==> src/rtl/dcm_pkg.sv <==
`timescale 1ns/1ps
package dcm_pkg;

  typedef enum logic [1:0] {
    PWR_RUN   = 2'd0,
    PWR_SLEEP = 2'd1,
    PWR_DOWN  = 2'd2
  } pwr_mode_e;

  // Full power-down outranks sleep.
  function automatic pwr_mode_e decode_mode(input logic pd, input logic sl);
    if (pd) return PWR_DOWN;
    if (sl) return PWR_SLEEP;
    return PWR_RUN;
  endfunction

endpackage

==> src/rtl/dcm_rst_sync.sv <==
`timescale 1ns/1ps
module dcm_rst_sync #(
  parameter int STAGES = 2
) (
  input  logic clk,
  input  logic arst_n,
  output logic srst_n
);

  logic [STAGES-1:0] sync_q;
  logic [STAGES-1:0] sync_d;

  always_comb begin
    sync_d = {sync_q[STAGES-2:0], 1'b1};
  end

  always_ff @(posedge clk or negedge arst_n) begin
    if (!arst_n) sync_q <= '0;
    else         sync_q <= sync_d;
  end

  assign srst_n = sync_q[STAGES-1];

endmodule

==> src/rtl/dcm_pipe.sv <==
`timescale 1ns/1ps
module dcm_pipe #(
  parameter int W     = 10,
  parameter int DEPTH = 5
) (
  input  logic         clk,
  input  logic         srst_n,
  input  logic [W-1:0] in_a,
  input  logic [W-1:0] in_b,
  output logic [W-1:0] out_a,
  output logic [W-1:0] out_b
);

  localparam int PW = 2 * W;

  genvar g;
  generate
    for (g = 0; g < DEPTH; g++) begin : g_stage
      logic [PW-1:0] d;
      logic [PW-1:0] q;
      if (g == 0) begin : g_head
        assign d = {in_a, in_b};
      end else begin : g_link
        assign d = g_stage[g-1].q;
      end
      always_ff @(posedge clk or negedge srst_n) begin
        if (!srst_n) q <= '0;
        else         q <= d;
      end
    end
  endgenerate

  assign out_a = g_stage[DEPTH-1].q[PW-1:W];
  assign out_b = g_stage[DEPTH-1].q[W-1:0];

endmodule

==> src/rtl/dcm_wake.sv <==
`timescale 1ns/1ps
module dcm_wake
  import dcm_pkg::*;
#(
  parameter int SLP_CYC = 17,
  parameter int DN_CYC  = 60
) (
  input  logic      clk,
  input  logic      srst_n,
  input  pwr_mode_e mode,
  output logic      upd_en
);

  localparam int MAXC = (DN_CYC > SLP_CYC) ? DN_CYC : SLP_CYC;
  localparam int CW   = $clog2(MAXC + 1);
  localparam logic [CW-1:0] SLP_LD = CW'(SLP_CYC);
  localparam logic [CW-1:0] DN_LD  = CW'(DN_CYC);
  localparam logic [CW-1:0] ONE    = CW'(1);

  logic [CW-1:0] cnt_q;
  logic [CW-1:0] cnt_d;

  always_comb begin
    unique case (mode)
      PWR_DOWN:  cnt_d = DN_LD;
      PWR_SLEEP: cnt_d = (cnt_q > SLP_LD) ? (cnt_q - ONE) : SLP_LD;
      default:   cnt_d = (cnt_q != '0) ? (cnt_q - ONE) : cnt_q;
    endcase
  end

  always_ff @(posedge clk or negedge srst_n) begin
    if (!srst_n) cnt_q <= '0;
    else         cnt_q <= cnt_d;
  end

  assign upd_en = (mode == PWR_RUN) && (cnt_q == '0);


  sleep_blocks_chk: assert property (@(posedge clk) disable iff (!srst_n)
    (mode != PWR_RUN) |=> !upd_en);


  wake_cnt_range_chk: assert property (@(posedge clk) disable iff (!srst_n)
    cnt_q <= DN_LD || cnt_q <= SLP_LD);

endmodule

==> src/rtl/dcm_outmux.sv <==
`timescale 1ns/1ps
module dcm_outmux #(
  parameter int W = 10
) (
  input  logic         clk,
  input  logic         srst_n,
  input  logic         upd_en,
  input  logic         fmt_twos,
  input  logic [W-1:0] in_a,
  input  logic [W-1:0] in_b,
  output logic [W-1:0] bus_d,
  output logic         chan_a
);

  localparam logic [W-1:0] MSB_MASK = {1'b1, {(W-1){1'b0}}};

  logic [W-1:0] word_a_q, word_a_d;
  logic [W-1:0] hold_b_q, hold_b_d;
  logic         tog_p_q, tog_p_d;
  logic [W-1:0] word_b_q;
  logic         tog_n_q;
  logic [W-1:0] code_mask;

  assign code_mask = fmt_twos ? MSB_MASK : '0;

  always_comb begin
    word_a_d = word_a_q;
    hold_b_d = hold_b_q;
    tog_p_d  = tog_p_q;
    if (upd_en) begin
      word_a_d = in_a ^ code_mask;
      hold_b_d = in_b ^ code_mask;
      tog_p_d  = ~tog_p_q;
    end
  end

  always_ff @(posedge clk or negedge srst_n) begin
    if (!srst_n) begin
      word_a_q <= '0;
      hold_b_q <= '0;
      tog_p_q  <= 1'b0;
    end else begin
      word_a_q <= word_a_d;
      hold_b_q <= hold_b_d;
      tog_p_q  <= tog_p_d;
    end
  end

  always_ff @(negedge clk or negedge srst_n) begin
    if (!srst_n) begin
      word_b_q <= '0;
      tog_n_q  <= 1'b0;
    end else begin
      word_b_q <= hold_b_q;
      tog_n_q  <= tog_p_q;
    end
  end

  assign chan_a = tog_p_q ^ tog_n_q;
  assign bus_d  = chan_a ? word_a_q : word_b_q;


  freeze_hold_chk: assert property (@(posedge clk) disable iff (!srst_n)
    !upd_en |=> ($stable(word_a_q) && $stable(hold_b_q) && $stable(tog_p_q)));


  low_bits_pass_chk: assert property (@(posedge clk) disable iff (!srst_n)
    upd_en |=> (word_a_q[W-2:0] == $past(in_a[W-2:0])));


  ind_low_at_rise_chk: assert property (@(posedge clk) disable iff (!srst_n)
    !chan_a);

endmodule

==> src/rtl/dual_ch_mux_fmt.sv <==
`timescale 1ns/1ps
module dual_ch_mux_fmt
  import dcm_pkg::*;
#(
  parameter int DATA_W         = 10,
  parameter int LATENCY        = 5,
  parameter int WAKE_SLEEP_CYC = 17,
  parameter int WAKE_DOWN_CYC  = 60
) (
  input  logic              clk,
  input  logic              arst_n,
  input  logic [DATA_W-1:0] samp_a,
  input  logic [DATA_W-1:0] samp_b,
  input  logic              fmt_twos,
  input  logic              oe_n,
  input  logic              pwr_dn,
  input  logic              sleep,
  output logic [DATA_W-1:0] bus_d,
  output logic              chan_a,
  output logic              bus_drive
);

  logic              srst_n;
  logic [DATA_W-1:0] dly_a;
  logic [DATA_W-1:0] dly_b;
  logic              upd_en;
  pwr_mode_e         mode;

  assign mode      = decode_mode(pwr_dn, sleep);
  assign bus_drive = ~oe_n;

  dcm_rst_sync #(.STAGES(2)) i_rst_sync (
    .clk    (clk),
    .arst_n (arst_n),
    .srst_n (srst_n)
  );

  dcm_pipe #(.W(DATA_W), .DEPTH(LATENCY)) i_pipe (
    .clk    (clk),
    .srst_n (srst_n),
    .in_a   (samp_a),
    .in_b   (samp_b),
    .out_a  (dly_a),
    .out_b  (dly_b)
  );

  dcm_wake #(.SLP_CYC(WAKE_SLEEP_CYC), .DN_CYC(WAKE_DOWN_CYC)) i_wake (
    .clk    (clk),
    .srst_n (srst_n),
    .mode   (mode),
    .upd_en (upd_en)
  );

  dcm_outmux #(.W(DATA_W)) i_outmux (
    .clk      (clk),
    .srst_n   (srst_n),
    .upd_en   (upd_en),
    .fmt_twos (fmt_twos),
    .in_a     (dly_a),
    .in_b     (dly_b),
    .bus_d    (bus_d),
    .chan_a   (chan_a)
  );

endmodule

==> config.mk <==
export PLATFORM = sky130hd
export DESIGN_NAME = dual_ch_mux_fmt
export DESIGN_NICKNAME = d
export VERILOG_FILES = /design/src/rtl/dcm_pkg.sv /design/src/rtl/dcm_rst_sync.sv /design/src/rtl/dcm_pipe.sv /design/src/rtl/dcm_wake.sv /design/src/rtl/dcm_outmux.sv /design/src/rtl/dual_ch_mux_fmt.sv
export SDC_FILE = /design/constraint.sdc
export NUM_CORES = 1
export LEC_CHECK = 0
export BUFFER_PORTS_ARGS = -buffer_cell sky130_fd_sc_hd__buf_2
export CAP_MARGIN = 20
export CELL_PAD_IN_SITES_DETAIL_PLACEMENT = 1
export CELL_PAD_IN_SITES_GLOBAL_PLACEMENT = 1
export CORE_MARGIN = 5
export CORE_UTILIZATION = 35
export DETAILED_ROUTE_END_ITERATION = 10
export PLACE_DENSITY = 0.64
export SLEW_MARGIN = 5
export SYNTH_ARGS = -nofsm -noshare
export SYNTH_HDL_FRONTEND = slang
export SYNTH_SLANG_ARGS = --single-unit
export TNS_END_PERCENT = 30
==> constraint.sdc <==
create_clock -name clk -period 6.6 [get_ports clk]
set_input_delay 0.33 -clock clk [delete_from_list [all_inputs] [get_ports clk]]
set_output_delay 0.33 -clock clk [all_outputs]
set_load 0.1 [all_outputs]
==> metrics.log, run 1 <==
[metrics] clock latency of the later-clocked register in the worst-skew pair: 410 ps
[metrics] TritonCTS clock tree: built
[metrics] number of unique standard cell types used by synthesis: 27
[metrics] Power per Cell Area: 367 nW/um^2
[metrics] Async SR Flop Fraction: 100%
[metrics] final WL: 6.23 mm
[metrics] initial standard-cell utilization of the core: 35.5%
[metrics] number of fill cells: 1111
[metrics] Longest Clk Path Bufs: 2
[metrics] fraction of the yosys area taken by sequential cells: 82.4%
[metrics] post-cts resize count: 0
[metrics] final core utilization: 45.0%
[metrics] RSZ-0062 raised after global routing: no
[metrics] number of sinks on the clock net: 140
[metrics] largest fanout of any net on the critical path: 8
[metrics] accumulated negative setup slack: 0 ps
[metrics] initial antenna violation count: 0
[metrics] top cells by area, synth: sky130_fd_sc_hd__dfrtp_1 76%, sky130_fd_sc_hd__dfrtn_1 6.5%, sky130_fd_sc_hd__mux2_4 6.4%
[metrics] worst endpoint data arrival time: 5360 ps
[metrics] status: complete, no violations
[metrics] global-route wire length before repair: 10.9 mm
[metrics] overflow left after global routing: 0
[metrics] area leader, netlist: sky130_fd_sc_hd__dfrtp_1
[metrics] Highest Signal Layer: met4
[metrics] Residual DRC: 0
[metrics] largest net degree at the start of global routing: 61
[metrics] top-area cell type share of the netlist area: 75.9%
[metrics] post-synthesis instance area: 4250 sq um
[metrics] area of the core: 12000 sq um
[metrics] average wire per standard cell: 13.9 um
[metrics] routed length on met1: 2.58 mm
[metrics] Mean Syn Cell Area: 19.6 sq um
[metrics] Req. time, crit path: 6270 ps
[metrics] diode count: 0
[metrics] most used flip-flop cell after synthesis: sky130_fd_sc_hd__dfrtp_1
[metrics] die span in y: 120 um
[metrics] area delta synth->final: 26.5%
[metrics] most frequent cells after synthesis: 129 x sky130_fd_sc_hd__dfrtp_1, 18 x sky130_fd_sc_hd__mux2_4, 12 x sky130_fd_sc_hd__mux2_2
[metrics] number of nets in the layout: 316
[metrics] clock-pin transition on the worst setup and hold timing paths: 60 ps
[metrics] overall global routing resource usage: 10.2%
[metrics] Max Cap Violations: 0
[metrics] post-detailed-route count of antenna-violating nets: 0
[metrics] routed length on met2: 3.21 mm
[metrics] Post-Syn Instances: 217
[metrics] routed wl met3: 277 um
[metrics] total count of hold-check failures in the final report: 0
[metrics] total nets after synthesis: 246
[metrics] Crit Path Class: register to output pin
[metrics] Max IR drop VDD: 0.204 mV
[metrics] kind of path behind the tightest hold check: primary input to register
[metrics] Final Max Slew Viols: 0
[metrics] final weighted congestion in routability-driven placement: 0.742
[metrics] number of global-route vias before repair: 2206
[metrics] detailed-router iteration count before antenna repair: 3
[metrics] drt first-iter violations: 55
[metrics] critical path capture point type: output pin
[metrics] most used standard cell by instance count after synthesis: sky130_fd_sc_hd__dfrtp_1
[metrics] chip width: 120 um
[metrics] count of buffers added by post-CTS timing repair for setup: 0
[metrics] tightest slew margin relative to the limit: 49.9%
[metrics] crit start category: register
[metrics] post-detail-place hpwl: 3.73 mm
[metrics] Synthesis Warnings: 0
[metrics] clock tree skew after final layout: 23.9 ps
[metrics] number of I/O pins: 38
[metrics] synthesized flop and latch total: 140
[metrics] overall via count from detail_route: 1896
[metrics] ratio of routed vias to standard cells: 4.24
[metrics] Leakage: 2.58 nW
[metrics] Post-synth EDFFs: 0
[metrics] number of standard-cell rows in the floorplan: 40
[metrics] fraction of final layout cells sized beyond drive strength 1: 36.3%
[metrics] number of buffers added to fix hold violations after cts: 11
[metrics] final number of setup-violating endpoints: 0
[metrics] total CTS buffers: 17
[metrics] port bufs: 37
[metrics] Die Footprint: 14500 sq um
[metrics] Root Buffer Master: sky130_fd_sc_hd__clkbuf_16
[metrics] Worst-Margin Slew: 751 ps
[metrics] number of levels in the clock H-tree: 4
[report_power, final]
part	internal, mW	leakage, nW	switching [mW]	total, mW
clock	0.651	0.304	0.367	1.02
combinational	0.0184	0.583	0.0232	0.0416
sequential	0.894	1.70	0.0188	0.913
[cells by family (layout without fill, tap and decap cells)]
kind of cell / count (synthesis) / after routing / synth area share [%]
DFF: 140 / 140 / 82.4
buffers and inverters: 10 / 93 / 1.85
muxes: 30 / 30 / 9.54
other: 1 / 1 / 0.0882
xor gates and xnor gates: 7 / 7 / 1.44
AOI/OAI and AO/OA: 12 / 12 / 1.88
adders and majority gates: 3 / 3 / 0.883
and+or+nand+nor: 14 / 14 / 1.91
[worst max-delay path, cell delays in order (launching register included)]
cell and delay, ps:
sky130_fd_sc_hd__dfrtn_1 330, sky130_fd_sc_hd__xnor2_1 410, sky130_fd_sc_hd__buf_4 280, sky130_fd_sc_hd__mux2_2 350, sky130_fd_sc_hd__buf_2 290
[state kept, by name (all words and copies together) (netlist names)]
name / count
i_wake.cnt_q: 6
i_outmux.tog_p_q: 1
i_outmux.tog_n_q: 1
i_outmux.word_a_q: 10
i_rst_sync.sync_q: 2
i_outmux.hold_b_q: 10
i_pipe.g_stage.q: 100
i_outmux.word_b_q: 10
[placed cells by master, fill, tap and decap left out, drive strengths merged, types with 2 or more instances in the layout]
cell           n
a21oi          6
buf           43
bufinv         4
clkbuf        18
clkinvlp       4
dfrtn         11
dfrtp        129
dlygate4sd3   12
ha             3
inv           11
mux2          30
nor2           5
nor3           4
xnor2          2
xor2           5
[per-layer routing]
| metal | vias up | GRT usage (%) |
|---|---|---|
| met5 | - | 0 |
| met3 | 15 | 3.79 |
| met4 | 0 | 6.80 |
| met1 | 985 | 11.8 |
| li1 | 856 | - |
| met2 | 40 | 15.7 |
[final timing paths]
check	slack [ps]	end	depth (start not counted)	startpoint
worst max-delay path	910	bus_d[0]	4	i_outmux.tog_n_q
worst min-delay path	20	i_pipe.g_stage[0].q[14]	1	samp_a[4]
worst max register to register	2470	i_outmux.word_b_q[2]	0	i_rst_sync.sync_q[1]
worst min register to register	350	i_pipe.g_stage[2].q[19]	0	i_pipe.g_stage[1].q[19]
max in group asynchronous	2470	i_outmux.word_b_q[2]	0	i_rst_sync.sync_q[1]
min in group asynchronous	220	i_rst_sync.sync_q[1]	2	arst_n
[through the flow]
stage	worst slack, ps	total power, mW	cells	hold slack [ps]	area (sq um)
6_report	908	1.97	447	22.4	5380
5_1_grt	804	2.05	447	2.02	5380
3_5_place_dp	1280	0.967	403	116	4610
4_1_cts	848	2.00	446	0.0207	5370
3_3_place_gp	1310	0.962	403	115	4610
2_1_floorplan	1090	0.944	217	34.4	4250
[area by class of cell]
class | instances | area [sq um] | share of cell area, %
Sequential cell | 140 | 3510 | 65.2
Multi-Input combinational cell | 67 | 669 | 12.4
Clock buffer | 18 | 439 | 8.16
Timing Repair Buffer | 55 | 350 | 6.51
Clock inverter | 14 | 208 | 3.86
Tap cell | 147 | 184 | 3.42
Inverter | 6 | 22.5 | 0.419
(Power assumes the default switching activity.)
==> run 2, diff against run 1 <==
CORE_MARGIN = 4   (was 5)
==> run 2 against run 1 <==
  * Total power grew 1.1%
  * Non-clock buffer count shrank 4
  * Clock-buffer cell count grew 5
  * Sequential power is essentially flat
  * Hold slack gained 4.1 ps
  * Critical path type unchanged
  * Largest cell class unchanged
  * Largest power group unchanged
==> metrics.log, run 2 (same netlist as run 1, synthesis figures left out) <==
[metrics] status: complete, no violations
[metrics] Residual DRC: 0 (unchanged)
[metrics] TritonCTS clock tree: built
[metrics] count of buffers added by post-CTS timing repair for setup: 0 (unchanged)
[metrics] Worst path slowest cell: sky130_fd_sc_hd__dfrtn_1
[metrics] RSZ-0062 raised after global routing: no
[metrics] port bufs: 37 (unchanged)
[metrics] clock latency of the later-clocked register in the worst-skew pair: 410 ps (about the same)
[metrics] number of fill cells: 1093 (-1.6%)
[metrics] Leakage: 2.58 nW (-0.26%)
[metrics] worst endpoint data arrival time: 5090 ps (-270 ps)
[metrics] crit start category: register
[metrics] flip-flop count of the largest register after layout: 100 (unchanged)
[metrics] number of standard-cell rows in the floorplan: 39 (-2.5%)
[metrics] worst path buffer plus inverter count: 2 (unchanged)
[metrics] Die Footprint: 14000 sq um (-3.3%)
[metrics] cell-by-cell listing of the critical path: xnor2_1, buf_4, mux2_2, buf_2
[metrics] drt first-iter violations: 80 (+45%)
[metrics] overall global routing resource usage: 10.5% (+0.33 points)
[metrics] number of global-route vias before repair: 2111 (-4.3%)
[metrics] largest fanout of any net on the critical path: 11 (+3)
[metrics] overflow left after global routing: 0 (unchanged)
[metrics] worst hold margin: 26.5 ps (+4.15 ps)
[metrics] clock tree skew after final layout: 22.7 ps (-1.16 ps)
[metrics] Crit Path Class: register to output pin
[metrics] tightest slew margin relative to the limit: 38.2% (-12 points)
[metrics] initial antenna violation count: 0 (unchanged)
[metrics] fraction of power spent switching nets: 19.0% (-1.7 points)
[metrics] internal portion of total power: 1.61 mW (+3.2%)
[metrics] number of I/O pins: 38 (unchanged)
[metrics] die span in y: 118 um (-1.7%)
[metrics] Max IR drop VDD: 0.209 mV (+2.3%)
[metrics] share of total power in the clock network: 52.2% (+0.6 points)
[metrics] area of the core: 11700 sq um (-2.5%)
[metrics] total CTS buffers: 17 (unchanged)
[metrics] highest-count cells in the layout ignoring fill and taps: 128 x sky130_fd_sc_hd__dfrtp_1, 37 x sky130_fd_sc_hd__buf_2, 18 x sky130_fd_sc_hd__mux2_4
[metrics] kind of path behind the tightest hold check: primary input to register
[metrics] final weighted congestion in routability-driven placement: 0.669 (-9.9%)
[metrics] register with the most flip-flops: i_pipe.g_stage.q
[metrics] post-detail-place hpwl: 3.58 mm (-3.8%)
[metrics] Seq pwr share: 45.9% (-0.4 points)
[metrics] post-detailed-route count of antenna-violating nets: 0 (unchanged)
[metrics] Longest Clk Path Bufs: 2 (unchanged)
[metrics] CP delay by family, top: buffers and inverters
[metrics] delay contributed by the slowest stage of the critical path: 400 ps (about the same)
[metrics] Max Cap Violations: 0 (unchanged)
[metrics] chip width: 118 um (-1.7%)
[metrics] detailed-router iteration count before antenna repair: 3 (unchanged)
[metrics] diode count: 0 (unchanged)
[metrics] final WL: 6.26 mm (+0.47%)
[metrics] Power per Cell Area: 372 nW/um^2 (+1.6%)
[metrics] post-cts resize count: 0 (unchanged)
[metrics] commonest non-fill, non-tap cell in the layout: sky130_fd_sc_hd__dfrtp_1
[metrics] number of sinks on the clock net: 140 (unchanged)
[metrics] average wire per standard cell: 14.3 um (+2.3%)
[metrics] proportion of power drawn by combinational gates: 1.9% (-0.2 points)
[metrics] total design power: 1.99 mW (+1.1%)
[metrics] global-route wire length before repair: 10.9 mm (-0.37%)
[metrics] initial standard-cell utilization of the core: 36.5% (+0.91 points)
[metrics] number of nets in the layout: 312 (-1.3%)
[metrics] Req. time, crit path: 6270 ps (about the same)
[metrics] Root Buffer Master: sky130_fd_sc_hd__clkbuf_16
[metrics] Final Max Slew Viols: 0 (unchanged)
[metrics] largest net degree at the start of global routing: 75 (+23%)
[metrics] accumulated negative setup slack: 0 ps (unchanged)
[metrics] overall via count from detail_route: 1877 (-1.0%)
[metrics] number of levels in the clock H-tree: 4 (unchanged)
[metrics] ratio of routed vias to standard cells: 4.28 (+0.80%)
[metrics] total count of hold-check failures in the final report: 0 (unchanged)
[metrics] fraction of final layout cells sized beyond drive strength 1: 35.5% (-0.86 points)
[metrics] critical path capture point type: output pin
[metrics] final number of setup-violating endpoints: 0 (unchanged)
[metrics] number of buffers added to fix hold violations after cts: 5 (-6)
[metrics] Worst-Margin Slew: 926 ps (+175 ps)
[metrics] net switching power figure: 0.379 mW (-7.2%)
[metrics] area delta synth->final: 25.9%
[metrics] clock-pin transition on the worst setup and hold timing paths: 60 ps (about the same)
[run 2: cell count changes in the layout (fill, tap and decap cells not counted), sizes merged]
cell	before	now
dlygate4sd3	12	9
clkbuf	18	23
buf	43	42
clkinvlp	4	2
bufinv	4	5
inv	11	7
[run 2: power groups by stage]
stage               clock, mW  combinational [mW]  sequential (mW)
finish                   1.04              0.0378            0.914
global route             1.12              0.0437            0.919
CTS                      1.08              0.0372            0.916
detailed placement          0              0.0348            0.931
global placement            0              0.0338            0.928
floorplan                   0              0.0152            0.929
[run 2: cell type report]
| class | instances | area [sq um] | area share, % |
|---|---|---|---|
| flip-flops and latches | 140 | 3510 | 65.5 |
| clock buffers | 23 | 478 | 8.93 |
| clock inverters | 9 | 183 | 3.41 |
| multi-input cells | 67 | 669 | 12.5 |
| well taps | 143 | 179 | 3.34 |
| repair buffers | 51 | 313 | 5.85 |
| inverters | 6 | 22.5 | 0.421 |
[run 2: path summary, 6_finish.rpt]
| kind | endpoint | startpoint | depth (start not counted) | slack (ps) |
|---|---|---|---|---|
| hold / removal | i_pipe.g_stage[0].q[19] | samp_a[9] | 1 | 30 |
| max in group asynchronous | i_outmux.word_b_q[6] | i_rst_sync.sync_q[1] | 0 | 2290 |
| hold reg to reg | i_pipe.g_stage[1].q[12] | i_pipe.g_stage[0].q[12] | 0 | 350 |
| setup / recovery | bus_d[2] | i_outmux.tog_n_q | 4 | 1180 |
| setup reg to reg | i_outmux.word_b_q[6] | i_rst_sync.sync_q[1] | 0 | 2290 |
| min in group asynchronous | i_rst_sync.sync_q[1] | arst_n | 2 | 230 |
[run 2: routing by layer]
metal  global-route usage (%)  vias to the layer above  part of all wire (%)
li1                         -                      850                     -
met1                     12.5                      972                    43
met2                     15.3                       41                    49
met3                     5.49                       14                   5.9
met4                     5.71                        0                   2.1
met5                        0                        -                     0
[run 2: stage by stage]
stage	worst slack [ps]	utilization, %	area [sq um]	std cells
6_report	1180	45.9	5350	439
5_1_grt	1060	45.9	5350	439
4_1_cts	1140	45.5	5310	435
3_5_place_dp	1570	39.4	4600	398
3_3_place_gp	1580	39.4	4600	398
2_1_floorplan	1090	-	4250	217
==> run 3, diff against run 2 <==
PLACE_DENSITY = 0.66   (was 0.64)
clock period = 4.7 ns   (was 6.6 ns; I/O delays follow)
==> run 3 against run 2 <==
  * Total power up 29%
  * Critical path depth down 1
  * Flip-flop and latch count unchanged
  * Non-clock buffer count up 11
  * Wire length up 1.2%
  * Clock skew up 1.2 ps
  * Hold slack better by 120 ps
  * Cell count up 2.5%
  * Sequential power up 40%
  * Via count up 1.7%
  * Register-to-register slack worse by 810 ps
  * Largest cell class unchanged
==> metrics.log, run 3 (same netlist as run 1, synthesis figures left out) <==
[metrics] worst endpoint data arrival time: 4310 ps (-780 ps)
[metrics] Crit Path Class: register to output pin
[metrics] accumulated negative setup slack: 0 ps (unchanged)
[metrics] initial antenna violation count: 0 (unchanged)
[metrics] TritonCTS clock tree: built
[metrics] Longest Clk Path Bufs: 2 (unchanged)
[metrics] commonest non-fill, non-tap cell in the layout: sky130_fd_sc_hd__dfrtp_1
[metrics] die span in y: 118 um (unchanged)
[metrics] clock-pin transition on the worst setup and hold timing paths: 50 ps (about the same)
[metrics] final number of setup-violating endpoints: 0 (unchanged)
[metrics] flip-flop count of the largest register after layout: 100 (unchanged)
[metrics] number of I/O pins: 38 (unchanged)
[metrics] critical path capture point type: output pin
[metrics] final WL: 6.34 mm (+1.2%)
[metrics] Final Worst Setup Slack: 155 ps (-1020 ps)
[metrics] RSZ-0062 raised after global routing: no
[metrics] total CTS buffers: 17 (unchanged)
[metrics] Placement Cell Area: 4710 sq um (+2.3%)
[metrics] post-route design area: 5490 sq um (+2.5%)
[metrics] highest-count cells in the layout ignoring fill and taps: 128 x sky130_fd_sc_hd__dfrtp_1, 30 x sky130_fd_sc_hd__buf_2, 21 x sky130_fd_sc_hd__dlygate4sd3_1
[metrics] pre-CTS setup slack: 261 ps (-1310 ps)
[metrics] total count of hold-check failures in the final report: 0 (unchanged)
[metrics] number of standard-cell rows in the floorplan: 39 (unchanged)
[metrics] Leakage: 2.60 nW (+0.72%)
[metrics] global-route wire length before repair: 11.3 mm (+3.8%)
[metrics] crit start category: register
[metrics] port bufs: 37 (unchanged)
[metrics] number of nets in the layout: 323 (+3.5%)
[metrics] diode count: 0 (unchanged)
[metrics] total design power: 2.57 mW (+29%)
[metrics] average wire per standard cell: 14.1 um (-1.3%)
[metrics] post-detailed-route count of antenna-violating nets: 0 (unchanged)
[metrics] overall via count from detail_route: 1909 (+1.7%)
[metrics] number of levels in the clock H-tree: 4 (unchanged)
[metrics] largest fanout of any net on the critical path: 11 (unchanged)
[metrics] Max IR drop VDD: 0.488 mV (+130%)
[metrics] worst hold margin: 148 ps (+121 ps)
[metrics] number of sinks on the clock net: 140 (unchanged)
[metrics] count of non-filler cells in the finished layout: 450 (+2.5%)
[metrics] final core utilization: 47.0% (+1.1 points)
[metrics] multi-input gate area in the final layout: 688 sq um (+2.8%)
[metrics] Residual DRC: 0 (unchanged)
[metrics] fraction of final layout cells sized beyond drive strength 1: 34.2% (-1.3 points)
[metrics] initial standard-cell utilization of the core: 36.5% (unchanged)
[metrics] Final Max Slew Viols: 0 (unchanged)
[metrics] final weighted congestion in routability-driven placement: 0.674 (+0.70%)
[metrics] clock tree skew after final layout: 23.9 ps (+1.23 ps)
[metrics] chip width: 118 um (unchanged)
[metrics] Storage cell area: 3510 sq um (unchanged)
[metrics] Root Buffer Master: sky130_fd_sc_hd__clkbuf_16
[metrics] Max Cap Violations: 0 (unchanged)
[metrics] kind of path behind the tightest hold check: primary input to asynchronous set/reset pin
[metrics] detailed-router iteration count before antenna repair: 4 (+1)
[metrics] number of fill cells: 1086 (-0.64%)
[metrics] clock latency of the later-clocked register in the worst-skew pair: 400 ps (about the same)
[metrics] Worst-Margin Slew: 789 ps (-138 ps)
[metrics] count of buffers added by post-CTS timing repair for setup: 0 (unchanged)
[metrics] number of global-route vias before repair: 2238 (+6.0%)
[metrics] overall global routing resource usage: 10.6% (+0.15 points)
[metrics] largest net degree at the start of global routing: 63 (-16%)
[metrics] register with the most flip-flops: i_pipe.g_stage.q
[metrics] Req. time, crit path: 4470 ps (-1800 ps)
[metrics] area of the core: 11700 sq um (unchanged)
[metrics] overflow left after global routing: 0 (unchanged)
[metrics] tightest slew margin relative to the limit: 47.4% (+9.2 points)
[metrics] placed insts: 397 (-0.25%)
[metrics] Die Footprint: 14000 sq um (unchanged)
[metrics] drt first-iter violations: 45 (-44%)
[metrics] ratio of routed vias to standard cells: 4.24 (-0.78%)
[metrics] Power per Cell Area: 468 nW/um^2 (+26%)
[metrics] status: complete, no violations
[metrics] post-detail-place hpwl: 3.68 mm (+2.7%)
[metrics] area delta synth->final: 29.0%
## run 3: changes by cell type in the layout (fill, tap and decap cells not counted), sizes merged
cell	delta
clkinvlp	+1
dlygate4sd3	+12
clkinv	+4
clkbuf	-1
buf	-1
bufinv	-4
## run 3: area by class of cell
cell class	instances	area share, %
sequential	140	63.9
inverter	6	0.411
tap	143	3.26
clock inverter	10	1.71
clock buffer	22	8.46
multi-input combinational	67	12.5
timing repair buffer	62	9.67
## run 3: critical path, cell delays in order, from the launching register on
cell and delay [ps]:
sky130_fd_sc_hd__dfrtn_1 380, sky130_fd_sc_hd__xnor2_4 490, sky130_fd_sc_hd__mux2_2 410, sky130_fd_sc_hd__buf_2 290
## run 3: power by group
part / internal (mW) / switching (mW) / leakage [nW]
Sequential: 1.26 / 0.0259 / 1.70
Combinational: 0.0303 / 0.0330 / 0.632
Clock: 0.755 / 0.467 / 0.266
## run 3: worst paths after layout
path / from / slack (ps) / depth (start not counted) / endpoint
worst max-delay path: i_outmux.tog_n_q / 150 / 3 / bus_d[4]
worst min register to register: i_pipe.g_stage[3].q[15] / 340 / 0 / i_pipe.g_stage[4].q[15]
worst min-delay path: arst_n / 150 / 2 / i_rst_sync.sync_q[1]
max in group asynchronous: i_rst_sync.sync_q[1] / 1480 / 0 / i_outmux.word_b_q[0]
min in group clk: pwr_dn / 180 / 3 / i_wake.cnt_q[5]
worst max register to register: i_rst_sync.sync_q[1] / 1480 / 0 / i_outmux.word_b_q[0]
## run 3: repair_timing
item / in CTS / in global routing
hold endpoints to repair: 22 / 0
endpoints found under the setup margin: 10 / 0
gates resized for setup: 1 / 0
hold buffers: 21 / 0
## run 3: metal layers
metal,vias to the layer above,share of wire [%],global-route usage [%]
met4,0,1.9,5.49
met2,37,51,16.4
met1,994,42,12.7
met5,-,0,0
met3,11,4.9,4.58
li1,867,-,-
